==> src/rtl/rxchr_pkg.sv <==
// Shared types for the receive character detector.
// Assumes byte-wide characters and four compare registers in a fixed index order.
package rxchr_pkg;
    localparam int NUM_CMP  = 4;
    localparam int IDX_XON1  = 0;
    localparam int IDX_XOFF1 = 1;
    localparam int IDX_XON2  = 2;
    localparam int IDX_XOFF2 = 3;

    typedef enum logic [1:0] {
        FLOW_OFF   = 2'b00,
        FLOW_PAIR2 = 2'b01,
        FLOW_PAIR1 = 2'b10,
        FLOW_OFF_B = 2'b11
    } flow_mode_e;

    typedef struct packed {
        logic keep;
        logic spec;
        logic xoff;
        logic xon;
    } rx_decision_t;
endpackage

==> src/rtl/rxchr_cmp_bank.sv <==
// Equality comparator bank: one match bit per programmable character.
// Assumes registers are packed with index 0 in the low bits.
module rxchr_cmp_bank #(
    parameter int DATA_W = 8,
    parameter int N_CMP  = 4
) (
    input  logic [N_CMP-1:0][DATA_W-1:0] cmp_vals,
    input  logic [DATA_W-1:0]            data,
    output logic [N_CMP-1:0]             match
);
    for (genvar gi = 0; gi < N_CMP; gi++) begin : g_cmp
        // Bitwise equality, bit 0 of the register against bit 0 of the byte.
        assign match[gi] = (cmp_vals[gi] == data);
    end
endmodule

==> src/rtl/rxchr_decide.sv <==
// Combinational keep/consume decision for one received byte.
// Assumes match bits follow the index order of rxchr_pkg.
module rxchr_decide
    import rxchr_pkg::*;
(
    input  logic [NUM_CMP-1:0] match,
    input  flow_mode_e         mode,
    input  logic               spec_en,
    input  logic               spec_ie,
    output rx_decision_t       dec
);
    logic hit_off;
    logic hit_on;

    // Select the flow-control pair named by the mode.
    always_comb begin
        hit_off = 1'b0;
        hit_on  = 1'b0;
        case (mode)
            FLOW_PAIR1: begin
                hit_off = match[IDX_XOFF1];
                hit_on  = match[IDX_XON1];
            end
            FLOW_PAIR2: begin
                hit_off = match[IDX_XOFF2];
                hit_on  = match[IDX_XON2];
            end
            default: begin
                hit_off = 1'b0;
                hit_on  = 1'b0;
            end
        endcase
    end

    // Build the decision; XOFF takes priority over XON.
    always_comb begin
        dec.xoff = hit_off;
        dec.xon  = hit_on & ~hit_off;
        dec.keep = ~(hit_off | hit_on);
        dec.spec = spec_en & spec_ie & match[IDX_XOFF2];
    end
endmodule

==> src/rtl/rxchr_state.sv <==
// Output registers: FIFO strobe, data, interrupt pulse, pause and flag.
// Assumes rx_valid is qualified for one cycle per byte.
module rxchr_state
    import rxchr_pkg::*;
#(
    parameter int DATA_W = 8
) (
    input  logic              clk,
    input  logic              rst_n,
    input  logic              rx_valid,
    input  logic [DATA_W-1:0] rx_data,
    input  rx_decision_t      dec,
    output logic              fifo_wr,
    output logic [DATA_W-1:0] fifo_wdata,
    output logic              spec_flag,
    output logic              xoff_irq,
    output logic              tx_pause
);
    // Per-byte strobes, valid only on the cycle after the byte.
    always_ff @(posedge clk) begin
        if (!rst_n) begin
            fifo_wr    <= 1'b0;
            fifo_wdata <= '0;
            xoff_irq   <= 1'b0;
        end else begin
            fifo_wr  <= rx_valid & dec.keep;
            xoff_irq <= rx_valid & dec.xoff;
            if (rx_valid) fifo_wdata <= rx_data;
        end
    end

    // Sticky state, updated only when a byte is judged.
    always_ff @(posedge clk) begin
        if (!rst_n) begin
            spec_flag <= 1'b0;
            tx_pause  <= 1'b0;
        end else if (rx_valid) begin
            spec_flag <= dec.spec;
            if (dec.xoff)     tx_pause <= 1'b1;
            else if (dec.xon) tx_pause <= 1'b0;
        end
    end
endmodule

==> src/rtl/rxchr_detect.sv <==
// Top: receive flow-character and special-character detector.
// Assumes the register inputs are quasi-static relative to received bytes.
module rxchr_detect
    import rxchr_pkg::*;
#(
    parameter int DATA_W = 8
) (
    input  logic              clk,
    input  logic              rst_n,
    input  logic [DATA_W-1:0] rx_data,
    input  logic              rx_valid,
    input  logic              spec_en,
    input  logic [1:0]        flow_mode,
    input  logic              spec_ie,
    input  logic [DATA_W-1:0] xon1_chr,
    input  logic [DATA_W-1:0] xoff1_chr,
    input  logic [DATA_W-1:0] xon2_chr,
    input  logic [DATA_W-1:0] xoff2_chr,
    output logic              fifo_wr,
    output logic [DATA_W-1:0] fifo_wdata,
    output logic              spec_flag,
    output logic              xoff_irq,
    output logic              tx_pause
);
    logic [NUM_CMP-1:0][DATA_W-1:0] cmp_vals;
    logic [NUM_CMP-1:0]             match;
    rx_decision_t                   dec;

    // Pack the character registers in package index order.
    assign cmp_vals = {xoff2_chr, xon2_chr, xoff1_chr, xon1_chr};

    rxchr_cmp_bank #(.DATA_W(DATA_W), .N_CMP(NUM_CMP)) u_cmp (
        .cmp_vals (cmp_vals),
        .data     (rx_data),
        .match    (match)
    );

    rxchr_decide u_dec (
        .match   (match),
        .mode    (flow_mode_e'(flow_mode)),
        .spec_en (spec_en),
        .spec_ie (spec_ie),
        .dec     (dec)
    );

    rxchr_state #(.DATA_W(DATA_W)) u_st (
        .clk        (clk),
        .rst_n      (rst_n),
        .rx_valid   (rx_valid),
        .rx_data    (rx_data),
        .dec        (dec),
        .fifo_wr    (fifo_wr),
        .fifo_wdata (fifo_wdata),
        .spec_flag  (spec_flag),
        .xoff_irq   (xoff_irq),
        .tx_pause   (tx_pause)
    );
endmodule

==> config.mk <==
export PLATFORM = sky130hd
export DESIGN_NAME = rxchr_detect
export DESIGN_NICKNAME = d
export VERILOG_FILES = /design/src/rtl/rxchr_pkg.sv /design/src/rtl/rxchr_cmp_bank.sv /design/src/rtl/rxchr_decide.sv /design/src/rtl/rxchr_state.sv /design/src/rtl/rxchr_detect.sv
export SDC_FILE = /design/constraint.sdc
export NUM_CORES = 1
export LEC_CHECK = 0
export BUFFER_PORTS_ARGS = -buffer_cell sky130_fd_sc_hd__buf_2
export CAP_MARGIN = 10
export CELL_PAD_IN_SITES_DETAIL_PLACEMENT = 0
export CELL_PAD_IN_SITES_GLOBAL_PLACEMENT = 1
export CORE_ASPECT_RATIO = 0.75
export CORE_MARGIN = 4
export CORE_UTILIZATION = 28
export CTS_CLUSTER_SIZE = 8
export DETAILED_ROUTE_END_ITERATION = 12
export PLACE_DENSITY_LB_ADDON = 0.05
export SYNTH_ARGS = -nofsm -noshare
export SYNTH_HDL_FRONTEND = slang
export SYNTH_SLANG_ARGS = --single-unit
==> constraint.sdc <==
create_clock -name clk -period 2.1 [get_ports clk]
set_clock_uncertainty 0.2 [all_clocks]
set_input_delay 0.105 -clock clk [delete_from_list [all_inputs] [get_ports clk]]
set_output_delay 0.105 -clock clk [all_outputs]
set_load 0.01 [all_outputs]
Word-level counts from Yosys, hierarchy flattened:

Index checks and enable logic that the tools add are counted.

* bits in writable memories: 0
* bits of input ports: 47
* memories: 0
* latch bits: 0
* output and inout port bits: 12
* register bits: 12
* ROM bits: 0

* bitwise logic cells: 8
* add/sub/neg operators: 0
* order comparisons: 0
* div/mod/pow operators: 0
* multiplexer cells: 4
* shift-type cells: 0
* $mul: 0
* eq/ne operators: 6
* reductions and logical operators: 2

Operators by type and width (count)
* equality test 8 bit: 4
* bitwise AND 1 bit: 5
* one-hot mux 1 bit (2 select lines): 2
* equality test 2 x 1 -> 1 bit, second input constant: 1
* equality test 2 bit, second input constant: 1
* 2-to-1 mux 1 bit: 2
* inverter 1 bit: 2
* AND reduction 2 bit: 1
* nonzero test 2 bit: 1
* bitwise OR 1 bit: 1

Longest topological paths before layout:

Gate-level depths: netlist of the first run.

* word-level depth: 6
* gate-level depth with buffers: 8
* gate-level depth less buffers: 7

Cells and area by module:

Synthesis of the first run repeated with hierarchy kept, for this count alone.

* cells, all modules: 99
* area total of the unflattened synthesis: 944.7 sq um

Modules (own cells, without submodules)
* rxchr_state: sequential area each 240.2 sq um, cells an instance 36, area an instance 432.9 sq um, times used 1
* rxchr_cmp_bank: sequential area each 0.0 sq um, cells an instance 52, area an instance 415.4 sq um, times used 1
* rxchr_decide: sequential area each 0.0 sq um, cells an instance 11, area an instance 96.3 sq um, times used 1

Least setup slack after synthesis of the first run:

No wires, ideal clock.

* kind: input -> register
* start point: in flow_mode[1]
* end point: reg u_st.tx_pause
* path slack: 0.462 ns
* arrival time: 1.321 ns
* required time: 1.783 ns
* stages: 8
* path buffers: 1
* path through: inv_1 > ha_1 > buf_6 > mux2i_1 > xor2_1 > nand4_1 > nand4bb_1 > a32o_1

* cells in the longest elaborated chain, start to end: 6

RTL lines
* start, declared: line rxchr_detect.sv:13 `input logic [1:0] flow_mode,`
* equality test 2 x 1 -> 1 bit / equality test 2 bit (equally long branches): line rxchr_decide.sv:19 `case (mode)`
* one-hot mux 1 bit (2 select lines): line rxchr_decide.sv:19
* inverter 1 bit: line rxchr_decide.sv:38 `dec.xon = hit_on & ~hit_off;`
* bitwise AND 1 bit: line rxchr_decide.sv:38
* nonzero test 2 bit (no line)
* AND reduction 2 bit (no line)
* end signal, assigned: line rxchr_state.sv:36 `tx_pause <= 1'b0;`
* end signal, assigned: line rxchr_state.sv:39 `if (dec.xoff) tx_pause <= 1'b1;`
* end signal, assigned: line rxchr_state.sv:40 `else if (dec.xon) tx_pause <= 1'b0;`
* end, declared: line rxchr_state.sv:17 `output logic tx_pause`

Several ways; a longest one is shown, not always the timed one.
A chain may end at the register's enable or synchronous reset.

Worst setup path in the final report of the first run:

Same ends and word-level chain as after synthesis.

==> metrics.csv, run 1 <==
stage;metric;value;unit
synth;mapped cell area;855;um^2
clocking;worst-skew pair later-pin latency;0.25;ns
cells_and_area;commonest non-fill, non-tap cell in the layout;buf_2;
cells_and_area;Area growth syn-to-layout;45.5;%
placement;Placer Congestion;0.765;
synth;Seq cells post-synth;12;
placement;number of I/O port buffers;58;
die;I/O pin count;59;
clocking;# hold bufs at CTS;0;
cells_and_area;diodes inserted;0;
synth;post-synthesis cell count;89;
run;max_cap viols;0;
synth;post-synthesis simple-gate area fraction;0.176;
cells_and_area;Register Area;240;um^2
route;Iter 0 DRT Violations;14;
critical_path;Critical R2R Launch;u_st.spec_flag$_SDFFE_PN0P_;
critical_path;critical path fanouts, max;8;
timing;Final WS setup;0.267;ns
timing;Slew headroom;0.714;
global_route;pin count of the biggest net entering global routing;12;
route;DRT antenna net count;0;
clocking;Reg clk slew, reported paths;0.05;ns
synth;Post-Synth Adder-Cell Area;0.0293;
synth;Mapped Nets;138;
synth;Post-Synth XOR/XNOR Area;0.246;
die;num rows;17;
die;die height;55.8;um
timing;period utilization;0.873;
placement;area after detailed placement;1190;um^2
synth;Synth Area in Compound Gates;0.0410;
critical_path;CP Launch Point;flow_mode[1];
global_route;GRT Util Overall;0.134;
global_route;vias in the first global route;869;
placement;pre-CTS setup slack;-0.00362;ns
timing;RSZ-0062 raised after global routing;false;
synth;mux contribution to synthesized area;0.187;
critical_path;startpoint types;input port;
global_route;Remaining Overflow, GRT;0;
timing;final hold slack;0.00204;ns
cells_and_area;area of the multi-input gates;581;um^2
synth;post-synth cell types;24;
timing;Hold Fails Final Rpt;0;
route;via count;842;
cells_and_area;filler cell count;307;
synth;combinational family with the most area after synthesis;XOR/XNOR gates;
cells_and_area;fin nets;200;
timing;Tightest Pin Transition;0.430;ns
route;residual DRC count;0;
timing;Final min period;1.83;ns
timing;setup violators final;0;
die;die width;71.8;um
timing;Slew Viols, Final;0;
cells_and_area;layout cells sized above 1;0.433;
critical_path;Critical Path RT;2.04;ns
clocking;maximum buffer depth of the clock tree;2;
critical_path;R2R depth;2;
min_path;WHS Path Cells;2;
status;outcome;completed;
route;vias per inst;4.48;
synth;sequential area share after synthesis;0.281;
pwr;Power Total;676;uW
clocking;number of gates resized after CTS;0;
die;full die area;4010;um^2
die;Core Footprint;2940;um^2
min_path;min-delay src;rst_n;
placement;Placed Cells;184;
synth;Post-Syn Area per Cell;9.60;um^2
clocking;depth of the CTS H-tree;1;
min_path;Hold Path Class;in2reg;
clocking;Inserted Clock Buffers;3;
global_route;first-pass GRT wire length;4200;um
cells_and_area;Post-Layout Cell Count;188;
cells_and_area;Design Area, Final;1240;um^2
timing;Max Freq;546;MHz
synth;YS warnings;0;
route;DR WL/cell;13.4;um
pwr;Leak;0.613;nW
clocking;CTS tree;done;
clocking;Post-CTS Setup Inserts;0;
placement;dpl hpwl;2110;um
route;final wirelength;2510;um
die;Starting Density;0.291;
pwr;Power Density;544;nW/um^2
critical_path;CP Capture Type;flip-flop;
cells_and_area;commonest non-fill, non-tap cells in the layout;buf_2 (58), mux2i_1 (16), xor2_1 (12), xnor2_1 (12), dfxtp_1 (12);
critical_path;arrival time of the worst setup path;1.77;ns
timing;TNS Setup;0;ns
pwr;Max rail drop VDD;0.301;mV
cells_and_area;Layout Utilization;0.424;
critical_path;crit path kind;in2reg;
global_route;initial antenna violation count;0;
clocking;CTS Sinks;12;
clocking;Root Driver;clkbuf_8;
route;DRT Pass-1 Iters;4;
-- final timing paths --
path	to	slack [ns]
worst min-delay path	u_st.fifo_wdata[0]$_SDFFE_PN0P_	0.002
worst min register to register	u_st.fifo_wdata[7]$_SDFFE_PN0P_	0.31
worst max register to register	u_st.spec_flag$_SDFFE_PN0P_	1.23
worst max-delay path	u_st.tx_pause$_SDFFE_PN0P_	0.27
-- synthesized netlist by cell type (all sizes together) --
cell type / n / area share
nor2: 1 / 0.0044
xor2: 12 / 0.12
nand4: 2 / 0.015
clkbuf: 2 / 0.0088
a211oi: 1 / 0.0088
nor2b: 8 / 0.059
dfxtp: 12 / 0.28
a32o: 1 / 0.012
nand4bb: 1 / 0.013
buf: 1 / 0.013
or2b: 1 / 0.0088
nand3b: 1 / 0.0088
ha: 2 / 0.029
nor4: 2 / 0.015
nor3: 2 / 0.018
xnor2: 12 / 0.12
nand3: 2 / 0.012
nand2: 2 / 0.0088
mux2i: 16 / 0.19
and2: 2 / 0.015
o32ai: 1 / 0.010
inv: 4 / 0.018
o2bb2ai: 1 / 0.010
-- registers in the layout, summed over array words and instances, names as in the netlist --
signal	flops
u_st.tx_pause	1
u_st.xoff_irq	1
u_st.fifo_wdata	8
u_st.spec_flag	1
u_st.fifo_wr	1
-- layout make-up --
cell class	instances	area share
Multi-Input combinational cell	70	0.467
Timing Repair Buffer	60	0.245
Sequential cell	12	0.193
Clock buffer	4	0.0443
Tap cell	38	0.0382
Inverter	4	0.0121
-- critical path: stages --
cell and delay, ns:
buf_2 0.10, inv_1 0.04, ha_1 0.41, mux2i_1 0.31, xor2_1 0.16, nand4_1 0.14, nand4bb_1 0.22, a32o_1 0.27
-- power by group --
group	switching (mW)	internal [mW]	total, mW	leakage (nW)
clock network	0.0919	0.166	0.258	0.0288
registers	0.00437	0.238	0.242	0.0986
logic	0.0829	0.0927	0.176	0.486
-- logic make-up after synthesis --
kind of cell | count (synthesis)
buf+inv | 7
simple gates | 24
fa+ha+maj | 2
xor+xnor | 24
flops | 12
compound gates | 4
mux | 16
-- metal layers --
metal  track usage  routed length (um)
met1         0.173                1110
met2         0.204                1160
met3        0.0487                 205
met4        0.0483                  36
met5             0                   0
Note: power is estimated with default switching activity, not from simulation.
==> run 2, diff against run 1 <==
- BUFFER_PORTS_ARGS: -buffer_cell sky130_fd_sc_hd__buf_2 -> -buffer_cell sky130_fd_sc_hd__buf_4
==> run 2 against run 1 <==
Net effect: final cell count rose by 4.8%; clock power fell by 2%; count of clock-buffer cells in the layout did not move; flip-flop and latch count did not move; sequential share of layout area fell by 3.1 points; total power rose by 5.9%; worst hold slack improved by 0.046 ns; register-to-register slack barely moved; worst setup slack got worse by 0.027 ns; design area rose by 19%; die area did not move; sequential power barely moved.
==> metrics.csv, run 2 (synthesized netlist as in run 1, its figures left out) <==
stage;metric;value;unit
status;outcome;completed;
timing;Final min period;1.86;ns
route;vias per inst;4.38;
die;Starting Density;0.291;
pwr;Flop pwr share;0.339;
pwr;Leak;0.692;nW
route;met2 wire len;1240;um
critical_path;CP Capture Type;flip-flop;
route;via count;862;
placement;number of I/O port buffers;58;
run;max_cap viols;0;
pwr;Internal Power;537;uW
route;DR WL/cell;13.5;um
global_route;vias in the first global route;899;
route;metal3 WL;229;um
critical_path;CP delay by family, top;buffers and inverters;
timing;TNS Setup;0;ns
pwr;Max rail drop VDD;0.366;mV
die;full die area;4010;um^2
placement;Placer Congestion;0.777;
cells_and_area;fin nets;209;
placement;area after detailed placement;1330;um^2
cells_and_area;Design Area, Final;1480;um^2
timing;Slew Viols, Final;0;
die;die width;71.8;um
die;Core Footprint;2940;um^2
die;num rows;17;
clocking;Reg clk slew, reported paths;0.05;ns
min_path;Hold Path Class;in2reg;
route;met1 WL;1180;um
pwr;clock share of power;0.354;
critical_path;critical path fanouts, max;4;
cells_and_area;commonest non-fill, non-tap cells in the layout;buf_4 (60), mux2i_1 (16), xor2_1 (12), xnor2_1 (12), dfxtp_1 (12);
timing;Tightest Pin Transition;0.412;ns
timing;setup violators final;0;
route;DRT antenna net count;0;
critical_path;Critical Path RT;2.08;ns
timing;Max Freq;538;MHz
clocking;Root Driver;clkbuf_8;
global_route;initial antenna violation count;0;
global_route;GRT Util Overall;0.134;
global_route;pin count of the biggest net entering global routing;12;
timing;RSZ-0062 raised after global routing;false;
die;I/O pin count;59;
die;die height;55.8;um
critical_path;R2R Setup Slk;1.23;ns
global_route;first-pass GRT wire length;4240;um
pwr;P_sw;179;uW
critical_path;arrival time of the worst setup path;1.84;ns
critical_path;startpoint types;input port;
clocking;CTS tree;done;
route;final wirelength;2670;um
timing;Hold Fails Final Rpt;0;
cells_and_area;filler cell count;277;
critical_path;crit path kind;in2reg;
pwr;Net Sw Frac;0.250;
critical_path;Largest stage delay, worst path;0.55;ns
clocking;# hold bufs at CTS;8;
global_route;Remaining Overflow, GRT;0;
pwr;Power Density;484;nW/um^2
cells_and_area;Post-Layout Cell Count;197;
critical_path;CP Buf/Inv Count;2;
timing;period utilization;0.886;
cells_and_area;layout cells sized above 1;0.409;
route;Iter 0 DRT Violations;8;
clocking;maximum buffer depth of the clock tree;2;
cells_and_area;area of the multi-input gates;581;um^2
cells_and_area;commonest non-fill, non-tap cell in the layout;buf_4;
pwr;Comb power frac;0.307;
cells_and_area;Area growth syn-to-layout;73.1;%
clocking;Post-CTS Setup Inserts;0;
route;max layer used;met4;
route;DRT Pass-1 Iters;2;
clocking;Inserted Clock Buffers;3;
cells_and_area;most flop-heavy register;u_st.fifo_wdata;
timing;Slew headroom;0.726;
critical_path;slowest CP cell;dlygate4sd3_1;
critical_path;worst-path cell chain;dlygate4sd3_1 > buf_4 > xor2_1 > nor4_1 > nand2_1 > o32ai_1 > and2_1;
clocking;depth of the CTS H-tree;1;
clocking;worst-skew pair later-pin latency;0.24;ns
cells_and_area;Register Area;240;um^2
cells_and_area;max reg flops;8;
placement;dpl hpwl;2170;um
placement;Placed Cells;184;
clocking;CTS Sinks;12;
cells_and_area;diodes inserted;0;
route;residual DRC count;0;
clocking;number of gates resized after CTS;0;
## run 2: cell type report
| cell class | instances | area share |
|---|---|---|
| multi-input combinational | 70 | 0.393 |
| timing repair buffer | 69 | 0.365 |
| sequential | 12 | 0.162 |
| clock buffer | 4 | 0.0372 |
| tap | 38 | 0.0321 |
| inverter | 4 | 0.0102 |
## run 2: worst register-to-register path: stages (launching register included)
cell,delay [ns]
dfxtp_1,0.31
o2bb2ai_1,0.11
and2_1,0.15
## run 2: through the flow
stage                     hold slack, ns  utilization  setup WS (ns)  power, mW
after floorplan                   0.0633            -          0.462      0.343
after global placement             0.220        0.454          0.114      0.454
after detailed placement           0.215        0.454         0.0459      0.456
after CTS                       0.000355        0.500          0.211      0.726
after global routing              0.0661        0.504         0.0996      0.760
final                             0.0476        0.504          0.240      0.716
## run 2: power by group through the flow
stage	Clock [mW]	Sequential (mW)	Combinational [mW]
2_1_floorplan	0	0.252	0.0907
3_3_place_gp	0	0.248	0.207
3_5_place_dp	0	0.248	0.208
4_1_cts	0.262	0.243	0.221
5_1_grt	0.273	0.244	0.242
6_report	0.253	0.243	0.220
## run 2: worst paths after layout
check | startpoint | endpoint | cells after the start
setup / recovery | rx_data[2] | u_st.xoff_irq$_SDFF_PN0_ | 7
hold / removal | rx_valid | u_st.fifo_wr$_SDFF_PN0_ | 3
setup reg to reg | u_st.spec_flag$_SDFFE_PN0P_ | u_st.spec_flag$_SDFFE_PN0P_ | 2
hold reg to reg | u_st.fifo_wdata[1]$_SDFFE_PN0P_ | u_st.fifo_wdata[1]$_SDFFE_PN0P_ | 2
## run 2: metal layers
metal,vias to the layer above,GRT usage
met3,2,0.0505
li1,441,-
met5,-,0
met4,0,0.0161
met2,30,0.224
met1,389,0.169
==> run 3, diff against run 2 <==
- PLACE_DENSITY: unset -> 0.88
- PLACE_DENSITY_LB_ADDON: 0.05 -> unset
==> run 3 against run 2 <==
Net effect: register-to-register slack about the same; fmax increased by 2.4%; first-iteration DRC count increased by 75%; total power decreased by 1.1%; clock power about the same; routed wire length decreased by 0.56%; critical endpoint is now u_st.fifo_wr$_SDFF_PN0_; non-clock buffer count decreased by 3; critical path type unchanged; flip-flop and latch count unchanged.
==> metrics.csv, run 3 (synthesized netlist as in run 1, its figures left out) <==
stage;metric;value;unit
timing;Final min period;1.82;ns
cells_and_area;Area growth syn-to-layout;69.5;%
run;max_cap viols;0;
critical_path;CP Launch Point;rx_data[0];
route;Iter 0 DRT Violations;14;
status;outcome;completed;
route;DRT antenna net count;0;
timing;TNS Setup;0;ns
timing;Tightest Pin Transition;0.417;ns
clocking;maximum buffer depth of the clock tree;2;
timing;Max Freq;551;MHz
timing;final hold slack;0.00514;ns
critical_path;Critical Path RT;2.01;ns
cells_and_area;commonest non-fill, non-tap cell in the layout;buf_4;
min_path;min-delay src;rx_data[6];
die;full die area;4010;um^2
cells_and_area;filler cell count;294;
route;residual DRC count;0;
clocking;depth of the CTS H-tree;1;
clocking;worst-skew pair later-pin latency;0.24;ns
global_route;first-pass GRT wire length;4280;um
critical_path;crit path kind;in2reg;
critical_path;startpoint types;input port;
die;die height;55.8;um
global_route;vias in the first global route;980;
placement;Placer Congestion;0.756;
cells_and_area;layout cells sized above 1;0.417;
global_route;Remaining Overflow, GRT;0;
clocking;Reg clk slew, reported paths;0.06;ns
pwr;Max rail drop VDD;0.321;mV
die;Starting Density;0.291;
global_route;pin count of the biggest net entering global routing;12;
global_route;initial antenna violation count;0;
placement;number of I/O port buffers;58;
die;I/O pin count;59;
route;final wirelength;2650;um
critical_path;R2R Setup Slk;1.22;ns
route;DR WL/cell;13.7;um
cells_and_area;fin nets;206;
clocking;Inserted Clock Buffers;3;
pwr;Leak;0.680;nW
cells_and_area;diodes inserted;0;
clocking;CTS tree;done;
clocking;CTS Sinks;12;
critical_path;Critical R2R Launch;u_st.spec_flag$_SDFFE_PN0P_;
min_path;Hold Path Class;in2reg;
critical_path;arrival time of the worst setup path;1.72;ns
route;vias per inst;4.42;
cells_and_area;commonest non-fill, non-tap cells in the layout;buf_4 (60), mux2i_1 (16), xor2_1 (12), xnor2_1 (12), dfxtp_1 (12);
placement;dpl hpwl;2220;um
die;Core Footprint;2940;um^2
route;DRT Pass-1 Iters;4;
timing;Hold Fails Final Rpt;0;
timing;Slew Viols, Final;0;
clocking;Root Driver;clkbuf_8;
die;die width;71.8;um
global_route;GRT Util Overall;0.137;
pwr;Power Density;489;nW/um^2
die;num rows;17;
cells_and_area;most flop-heavy register;u_st.fifo_wdata;
timing;RSZ-0062 raised after global routing;false;
critical_path;CP Capture Type;flip-flop;
timing;period utilization;0.865;
critical_path;critical path fanouts, max;4;
cells_and_area;max reg flops;8;
timing;setup violators final;0;
route;via count;857;
timing;Slew headroom;0.721;
-- run 3: cell types whose count changed in the layout (fill, tap and decap cells not counted) --
cell | before | now
dlygate4sd3_1 | 9 | 6
-- run 3: what timing repair did --
action	CTS	global route
setup buffers	0	0
hold buffers	6	0
gates resized for setup	0	0
endpoints found under the hold margin	9	0
-- run 3: metrics by stage --
step | util | setup WS (ns) | instance area, um^2 | cells | power [mW]
4_1_cts | 0.494 | 0.284 | 1450 | 194 | 0.717
2_1_floorplan | - | 0.462 | 855 | 89 | 0.343
6_report | 0.494 | 0.284 | 1450 | 194 | 0.708
3_5_place_dp | 0.454 | 0.172 | 1330 | 184 | 0.455
3_3_place_gp | 0.454 | 0.267 | 1330 | 184 | 0.450
5_1_grt | 0.494 | 0.259 | 1450 | 194 | 0.755
-- run 3: metal layers --
metal  global-route usage  share of wire  vias to the layer above
li1                     -              -                      437
met5                    0              0                        -
met1                0.151           0.38                      381
met4               0.0483         0.0034                        0
met2                0.236           0.50                       37
met3               0.0542           0.12                        2
-- run 3: worst max-delay path, stage by stage --
cell           delay (ns)
dlygate4sd3_1        0.54
buf_4                0.16
xor2_1               0.16
nor4_1               0.29
nand2_1              0.13
o32ai_1              0.24
a211oi_1             0.10
-- run 3: cell type report --
type / count / area, um^2 / area share
sequential: 12 / 240 / 0.166
multi-input combinational: 70 / 581 / 0.401
clock buffer: 4 / 55.1 / 0.0380
inverter: 4 / 15.0 / 0.0104
timing repair buffer: 66 / 510 / 0.352
tap: 38 / 47.5 / 0.0328
-- run 3: power by group --
group | switching [mW] | internal (mW) | total (mW)
logic | 0.0856 | 0.129 | 0.215
registers | 0.00530 | 0.238 | 0.244
clock network | 0.0850 | 0.165 | 0.250
-- run 3: path summary, 6_finish.rpt --
kind | to | cells after the start
setup / recovery | u_st.fifo_wr$_SDFF_PN0_ | 7
hold / removal | u_st.fifo_wdata[6]$_SDFFE_PN0P_ | 3
setup reg to reg | u_st.spec_flag$_SDFFE_PN0P_ | 2
hold reg to reg | u_st.tx_pause$_SDFFE_PN0P_ | 1
